--- src/rtl/pll_core_pkg.sv ---
package pll_core_pkg;
    localparam int DIV_W      = 15;
    localparam int MIN_RATIO  = 256;
    localparam int REF_SHORT  = 512;
    localparam int REF_LONG   = 1024;
    localparam int SYNC_DEPTH = 2;
    localparam int LOCK_TOL   = 4;
endpackage

--- src/rtl/pll_edge_sync.sv ---
module pll_edge_sync #(
    parameter int STAGES = 2
) (
    input  logic clk,
    input  logic rst_n,
    input  logic din,
    output logic rise
);
    typedef struct packed {
        logic [STAGES:0] chain;
        logic            rise;
    } sync_t;

    sync_t s_q, s_d;

    always_comb begin
        s_d       = s_q;
        s_d.chain = {s_q.chain[STAGES-1:0], din};
        // new level reached the last sync stage and differs from history
        s_d.rise  = s_q.chain[STAGES-1] & ~s_q.chain[STAGES];
    end

    always_ff @(posedge clk or negedge rst_n) begin
        if (!rst_n) s_q <= '0;
        else        s_q <= s_d;
    end

    assign rise = s_q.rise;
endmodule

--- src/rtl/pll_ref_div.sv ---
module pll_ref_div #(
    parameter int SHORT_RATIO = 512,
    parameter int LONG_RATIO  = 1024
) (
    input  logic clk,
    input  logic rst_n,
    input  logic edge_in,
    input  logic long_sel,
    output logic stb
);
    localparam int CW = $clog2(LONG_RATIO);
    localparam logic [CW-1:0] LIM_S = CW'(SHORT_RATIO - 1);
    localparam logic [CW-1:0] LIM_L = CW'(LONG_RATIO - 1);

    typedef struct packed {
        logic [CW-1:0] cnt;
        logic          stb;
    } rdiv_t;

    rdiv_t s_q, s_d;
    logic [CW-1:0] lim;

    always_comb begin
        s_d     = s_q;
        s_d.stb = 1'b0;
        lim     = long_sel ? LIM_L : LIM_S;
        if (edge_in) begin
            if (s_q.cnt >= lim) begin
                s_d.cnt = '0;
                s_d.stb = 1'b1;
            end else begin
                s_d.cnt = s_q.cnt + 1'b1;
            end
        end
    end

    always_ff @(posedge clk or negedge rst_n) begin
        if (!rst_n) s_q <= '0;
        else        s_q <= s_d;
    end

    assign stb = s_q.stb;
endmodule

--- src/rtl/pll_prog_div.sv ---
module pll_prog_div #(
    parameter int W       = 15,
    parameter int MIN_VAL = 256
) (
    input  logic         clk,
    input  logic         rst_n,
    input  logic         edge_in,
    input  logic [W-1:0] ratio,
    input  logic         wide,
    output logic         stb,
    output logic [W-1:0] cur_ratio
);
    localparam logic [W-1:0] MIN_V = W'(MIN_VAL);

    typedef struct packed {
        logic [W-1:0] cnt;
        logic [W-1:0] n;
        logic         stb;
    } pdiv_t;

    pdiv_t s_q, s_d;
    logic [W-1:0] eff;

    always_comb begin
        eff = wide ? ratio : {1'b0, ratio[W-2:0]};
        if (eff < MIN_V) eff = MIN_V;

        s_d     = s_q;
        s_d.stb = 1'b0;
        if (edge_in) begin
            if (s_q.cnt == s_q.n - 1'b1) begin
                s_d.cnt = '0;
                s_d.stb = 1'b1;
                s_d.n   = eff;
            end else begin
                s_d.cnt = s_q.cnt + 1'b1;
            end
        end
    end

    always_ff @(posedge clk or negedge rst_n) begin
        if (!rst_n) begin
            s_q.cnt <= '0;
            s_q.n   <= MIN_V;
            s_q.stb <= 1'b0;
        end else begin
            s_q <= s_d;
        end
    end

    assign stb       = s_q.stb;
    assign cur_ratio = s_q.n;
endmodule

--- src/rtl/pll_pfd_lock.sv ---
module pll_pfd_lock #(
    parameter int TOL = 4
) (
    input  logic clk,
    input  logic rst_n,
    input  logic ref_stb,
    input  logic fd_stb,
    output logic up,
    output logic dn,
    output logic lock_n
);
    localparam int PW = $clog2(TOL + 2);
    localparam logic [PW-1:0] TOL_V = PW'(TOL);
    localparam logic [PW-1:0] SAT_V = PW'(TOL + 1);

    typedef struct packed {
        logic          up;
        logic          dn;
        logic [PW-1:0] pw;
        logic          armed;
        logic          bad;
        logic          lock_n;
    } pfd_t;

    pfd_t s_q, s_d;
    logic nxt_up, nxt_dn, viol;

    always_comb begin
        s_d = s_q;

        // edge-set flags, cleared together once both are set
        nxt_up = s_q.up | ref_stb;
        nxt_dn = s_q.dn | fd_stb;
        if (nxt_up && nxt_dn) begin
            s_d.up = 1'b0;
            s_d.dn = 1'b0;
        end else begin
            s_d.up = nxt_up;
            s_d.dn = nxt_dn;
        end

        // width of the pump request in progress, saturating
        if (s_q.up || s_q.dn) s_d.pw = (s_q.pw == SAT_V) ? s_q.pw : s_q.pw + 1'b1;
        else                  s_d.pw = '0;

        viol = (s_q.pw > TOL_V);

        if (ref_stb) begin
            s_d.armed = 1'b1;
            s_d.bad   = viol;
            if (s_q.armed && !s_q.bad && !viol) s_d.lock_n = 1'b0;
        end else begin
            s_d.bad = s_q.bad | viol;
        end
        if (viol) s_d.lock_n = 1'b1;
    end

    always_ff @(posedge clk or negedge rst_n) begin
        if (!rst_n) begin
            s_q        <= '0;
            s_q.lock_n <= 1'b1;
        end else begin
            s_q <= s_d;
        end
    end

    assign up     = s_q.up;
    assign dn     = s_q.dn;
    assign lock_n = s_q.lock_n;
endmodule

--- src/rtl/pll_synth_core.sv ---
module pll_synth_core
    import pll_core_pkg::*;
#(
    parameter int LOCK_TOL_P = LOCK_TOL
) (
    input  logic             clk,
    input  logic             rst_n,
    input  logic             rf_in,
    input  logic             ref_in,
    input  logic [DIV_W-1:0] ratio,
    input  logic             ratio_wide,
    input  logic             ref_long,
    input  logic             pump_sel,
    output logic             up,
    output logic             dn,
    output logic             lock_n,
    output logic             pump_hi,
    output logic             ref_tp,
    output logic             fd_tp
);
    localparam int N_IN = 2;

    logic [N_IN-1:0]  raw_in;
    logic [N_IN-1:0]  rise;
    logic             ref_stb, fd_stb;
    logic [DIV_W-1:0] fd_ratio;

    typedef struct packed {
        logic pump;
    } top_t;
    top_t t_q, t_d;

    assign raw_in = {rf_in, ref_in};

    for (genvar g = 0; g < N_IN; g++) begin : g_sync
        pll_edge_sync #(.STAGES(SYNC_DEPTH)) u_sync (
            .clk   (clk),
            .rst_n (rst_n),
            .din   (raw_in[g]),
            .rise  (rise[g])
        );
    end

    pll_ref_div #(.SHORT_RATIO(REF_SHORT), .LONG_RATIO(REF_LONG)) u_rdiv (
        .clk      (clk),
        .rst_n    (rst_n),
        .edge_in  (rise[0]),
        .long_sel (ref_long),
        .stb      (ref_stb)
    );

    pll_prog_div #(.W(DIV_W), .MIN_VAL(MIN_RATIO)) u_pdiv (
        .clk       (clk),
        .rst_n     (rst_n),
        .edge_in   (rise[1]),
        .ratio     (ratio),
        .wide      (ratio_wide),
        .stb       (fd_stb),
        .cur_ratio (fd_ratio)
    );

    pll_pfd_lock #(.TOL(LOCK_TOL_P)) u_pfd (
        .clk     (clk),
        .rst_n   (rst_n),
        .ref_stb (ref_stb),
        .fd_stb  (fd_stb),
        .up      (up),
        .dn      (dn),
        .lock_n  (lock_n)
    );

    always_comb begin
        t_d      = t_q;
        t_d.pump = pump_sel;
    end

    always_ff @(posedge clk or negedge rst_n) begin
        if (!rst_n) t_q <= '0;
        else        t_q <= t_d;
    end

    assign pump_hi = t_q.pump;
    assign ref_tp  = ref_stb;
    assign fd_tp   = fd_stb;
endmodule

--- config.mk ---
export PLATFORM = sky130hd
export DESIGN_NAME = pll_synth_core
export DESIGN_NICKNAME = d
export VERILOG_FILES = /design/src/rtl/pll_core_pkg.sv /design/src/rtl/pll_edge_sync.sv /design/src/rtl/pll_ref_div.sv /design/src/rtl/pll_prog_div.sv /design/src/rtl/pll_pfd_lock.sv /design/src/rtl/pll_synth_core.sv
export SDC_FILE = /design/constraint.sdc
export NUM_CORES = 1
export LEC_CHECK = 0
export ABC_CLOCK_PERIOD_IN_PS = 7400
export BUFFER_PORTS_ARGS = -buffer_cell sky130_fd_sc_hd__buf_4
export CORE_MARGIN = 3
export CORE_UTILIZATION = 45
export DETAILED_ROUTE_END_ITERATION = 12
export GPL_TIMING_DRIVEN = 0
export PLACE_DENSITY_LB_ADDON = 0.12
export REMOVE_ABC_BUFFERS = 1
export SYNTH_ARGS = -nofsm -noshare
export SYNTH_HDL_FRONTEND = slang
export SYNTH_SLANG_ARGS = --single-unit
--- constraint.sdc ---
create_clock -name clk -period 7.4 [get_ports clk]
set_input_delay 0 -clock clk [delete_from_list [all_inputs] [get_ports clk]]
set_output_delay 0 -clock clk [all_outputs]
set_load 0.03 [all_outputs]
Word level (Yosys, flattened, before mapping)
Index checks and enable logic that the tools add are counted.

word-level totals
  input bits = 22
  logic and storage cells = 59
  output and inout bits = 6
  register bits = 59

cells by class
  muxes and demuxes = 16
  magnitude comparators = 3
  reduce and logical (&&, ||, !) cells = 10
  add/subtract/negate cells = 4
  bitwise gates (word level) = 7
  equality and inequality tests = 3

operators with widths
  cell                     count
  $mux W15                 3
  $mux W10                 2
  $add A15 B1 Y15 const B  1
  $eq A15 B15 Y1           1
  $lt A15 B9 Y1 const B    1
  $sub A15 B1 Y15 const B  1
  $add A10 B1 Y10 const B  1
  $ge A10 B10 Y1           1
  $mux W1                  8
  $mux W3                  2
  $reduce_and A2 Y1        2
  $reduce_bool A2 Y1       2
  $add A3 B1 Y3 const B    1
  $eq A3 B3 Y1 const B     1
  $gt A3 B3 Y1 const B     1
  $logic_and A1 B1 Y1      3
  $or A1 B1 Y1             3
  $and A1 B1 Y1            2
  $logic_not A1 Y1         2
  $mux W2                  1
  $ne A2 B2 Y1 const B     1
  $not A1 Y1               2
  $logic_or A1 B1 Y1       1

Logic depth before layout (Yosys ltp)
  depth after elaboration = 6
  mapped depth = 10
  mapped depth without buffers = 8

Modules after synthesis
A second synthesis with hierarchy kept.

unflattened totals
  cells, all modules = 311
  area total of the unflattened synthesis = 3201.8 sq um

modules (own cells, without submodules)
  module          cells each  area each (sq um)  sequential area each (sq um)  times used
  pll_prog_div    211         2000.7             777.0                         1
  pll_ref_div     56          585.6              275.3                         1
  pll_pfd_lock    33          362.8              201.4                         1
  pll_edge_sync   5           113.9              100.1                         2
  pll_synth_core  1           25.0               25.0                          1

Worst setup path after synthesis
No wires, ideal clock.

  path kind = reg2reg
  from = register u_pdiv.s_q, in the netlist u_pdiv.cur_ratio[0]
  to = register u_pdiv.s_q, in the netlist u_pdiv.cur_ratio[10]
  cell stages (with the launch flop) = 10
  arrival = 2.861 ns
  data required time = 7.275 ns
  clock period less this slack = 2.985 ns
  setup time = 0.125 ns
  path slack = 4.415 ns
  path buffers = 1
  cells stage by stage = dfrtp_1 -> inv_1 -> ha_1 -> or4b_1 -> clkbuf_1 -> or4_1 -> a211oi_2 -> o22ai_1 -> nor4_4 -> mux2_2

between the ends
  cells in the longest elaborated chain, start to end = 3

RTL lines
  element                      RTL line            RTL
  start, declared              pll_prog_div.sv:21  pdiv_t s_q, s_d;
  $sub A15 B1 Y15              pll_prog_div.sv:31  if (s_q.cnt == s_q.n - 1'b1) begin
  $eq A15 B15 Y1               pll_prog_div.sv:31
  $reduce_and A2 Y1 (no line)  --

No other way between the ends.
A chain may end at the register's enable or synchronous reset.

Worst setup path in the final report
  from = register u_pdiv.s_q, in the netlist u_pdiv.cur_ratio[0]
  to = register u_pdiv.s_q, in the netlist u_pdiv.cur_ratio[8]

The elaborated chain is that of the path after synthesis.

==> impl_metrics.json <==
{
  "status": "completed",
  "combPwrFrac_pct": 15.0,
  "synthesis.instances": 304,
  "cp_max_fo": 14,
  "clk_latency_ps": 340,
  "ir_drop_uv": 152.4,
  "worstSetupPathType": "reg2reg",
  "dp_hpwl_mm": 4.151,
  "die-height_um": 88.06,
  "track_usage_pct": 17.90,
  "drt_iter0_markers": 156,
  "finalNonFillerCells": 437,
  "grt_pass1_vias": 2217,
  "antenna_found_initial": 0,
  "yosysMostFrequentCell": "dfrtp_1",
  "drcViolationCount": 0,
  "avgRoutedWirePerCell_um": 14.06,
  "hold_viol_final": 0,
  "dp_slack_ps": 3653,
  "max_freq_ghz": 0.2677,
  "finalSetupViolCount": 0,
  "critPathLaunchType": "flop",
  "clock_sinks": 59,
  "cap_violations": 0,
  "area_growth_pct": 21.80,
  "synth_cell_types": 46,
  "cts_buffers": 9,
  "period_minus_slack_ps": 3735,
  "viasPerCell": 5.297,
  "fin_ws_ps": 3665,
  "worst_pin_slew_ps": 953.7,
  "hold_path.class": "in2reg",
  "cts_max_level": 3,
  "worstPathRequired_ps": 7660,
  "portBuffers": 27,
  "synth-seq-area-share_pct": 48.80,
  "yosys-top-cells-area": "dfrtp_1 47%, xnor2_1 6.1%, nor2_1 4.2%",
  "clockBufferDepth": 2,
  "netlist_top_cells_count": "57 x dfrtp_1, 34 x nor2_1, 28 x nand2_1",
  "dieArea_mm2": 0.007755,
  "clk_pin_slew_ps": 70,
  "io_pins": 28,
  "p_seq_share_pct": 49.8,
  "avgSynthCellArea_um2": 9.968,
  "wirelength_mm": 6.143,
  "seq_area_mm2": 0.001479,
  "cts_tree": "built",
  "die_x_um": 88.06,
  "synth_edf_count": 0,
  "timing.hold.ws_ps": 15.47,
  "synth_top_area_share_pct": 47.07,
  "fillers": 573,
  "max_slew_margin_pct": 35.84,
  "cp.arrival_ps": 4000,
  "drive_gt1_share_pct": 16.39,
  "ys.flop_type": "dfrtp_1",
  "cp-end-kind": "flop",
  "num-nets-final": 384,
  "cts_root_buf": "clkbuf_8",
  "grt_pass1_wl_mm": 10.61,
  "place_inst": 402,
  "num_antenna_cells": 0,
  "rsz0062_at_grt": "no",
  "drv_slew": 0,
  "synth_area_mm2": 0.003030,
  "fin_crit_sh_pct": 50.48,
  "fp-row-count": 29,
  "yosys.area.top_type": "dfrtp_1",
  "p_sw_w": 0.0002329,
  "cellLeakagePower_nw": 1.666,
  "grt.overflow.total": 0,
  "finalSetupTns_ps": 0,
  "first_pass_iters": 4,
  "internal_power_w": 0.0005793,
  "start_util_pct": 47.18,
  "clockPowerShare_pct": 35.2,
  "antenna_left": 0,
  "p_per_area_mw_per_mm2": 220.1,
  "fin_skew_ps": 9.876,
  "vias": 2315,
  "ys_ff_latch": 59,
  "swShare_pct": 28.68,
  "grt_max_degree": 60,
  "core-area_mm2": 0.006422,
  "synthArstFlopShare_pct": 100.0,
  "routabilityCongestion": 0.7747,
  "yosysWarnings": 0,
  "multiInputGateArea_mm2": 0.001448
}
[critical path, cell delays in order (launching register included)]
cell	delay, ps
dfrtp_1	450
inv_1	110
ha_1	220
or4b_1	590
or4_1	470
a211oi_2	260
o22ai_1	130
nor4_4	820
buf_8	250
mux2_2	340
[sequential cells by signal (all words and copies together) (netlist names)]
register            count
u_pfd.lock_n            1
u_pdiv.cur_ratio       15
u_pfd.up                1
g_sync.u_sync.s_q       2
u_pfd.s_q               5
pump_hi                 1
u_pdiv.stb              1
u_pfd.dn                1
u_pdiv.s_q             15
g_sync.u_sync.s_d       4
u_rdiv.stb              1
g_sync.u_sync.rise      2
u_rdiv.s_q             10
[final timing paths]
kind / startpoint / to / slack (ps) / cells after the start
max: u_pdiv.cur_ratio[0] / u_pdiv.cur_ratio[8] / 3660 / 9
min: ratio[8] / u_pdiv.cur_ratio[8] / 20 / 3
max reg2reg: u_pdiv.cur_ratio[0] / u_pdiv.cur_ratio[8] / 3660 / 9
min reg2reg: g_sync[0].u_sync.s_d[2] / g_sync[0].u_sync.s_d[3] / 360 / 0
max in group asynchronous: rst_n / u_pdiv.cur_ratio[4] / 6630 / 2
min in group asynchronous: rst_n / u_pfd.s_q[5] / 270 / 2
[routing by layer]
metal / vias to the layer above / track usage, % / wire length [um]
met5: - / 0 / 0
met2: 40 / 25.75 / 2671
met1: 1103 / 25.34 / 3155
met3: 15 / 4.045 / 158
met4: 0 / 8.929 / 158
li1: 1157 / - / -
[logic make-up after synthesis]
kind of cell / after synthesis / share of synthesized area [%]
buf+inv: 25 / 3.427
flops: 59 / 48.80
fa+ha+maj: 7 / 2.890
compound gates: 34 / 7.391
xor+xnor: 34 / 9.827
simple gates: 129 / 22.13
mux: 16 / 5.533
[metrics by stage]
stage,instance area (um2),util [%],power (W)
after floorplan,2994,-,0.0004807
after global placement,3293,51.28,0.0005174
after detailed placement,3308,51.51,0.0005218
after CTS,3691,57.47,0.0008204
after global routing,3691,57.47,0.0008656
final,3691,57.47,0.0008122
[cell type report]
type,count,area share (%)
Tap cell,77,2.610
Multi-Input combinational cell,220,39.22
Timing Repair Buffer,47,11.05
Clock buffer,9,3.356
Sequential cell,59,40.07
Clock inverter,7,1.864
Inverter,18,1.831
[placed cells by master (no fill, tap or decap), drive strengths merged, types with 2 or more instances in the layout]
master and count:
dlygate4sd3 19, ha 7, o22ai 3, a32o 2
clkinvlp 2, nand4 8, nor4 8, or3 5
clkinv 4, and3 5, mux2 6, or2 4
xor2 13, o21ai 13, nand2 28, nor2b 5
or4 6, inv 18, xnor2 21, nor2 34
mux2i 10, and2 3, clkbuf 9, a21oi 4
nand2b 3, a211oi 3, nand3 8, nor3 6
dfstp 2, buf 28, dfrtp 57
[power groups by stage]
| stage | clock, W | sequential [W] | combinational (W) |
|---|---|---|---|
| final | 0.000286 | 0.000405 | 0.000122 |
| after global routing | 0.000313 | 0.000412 | 0.000141 |
| after CTS | 0.000294 | 0.000404 | 0.000122 |
| after detailed placement | 0 | 0.000410 | 0.000112 |
| after global placement | 0 | 0.000408 | 0.000109 |
| after floorplan | 0 | 0.000405 | 0.0000754 |
[timing repair]
action	CTS	global route
setup buffers	0	0
resized for setup	0	0
hold buffers	19	0
endpoints found under the hold margin	74	0
(Power assumes the default switching activity.)
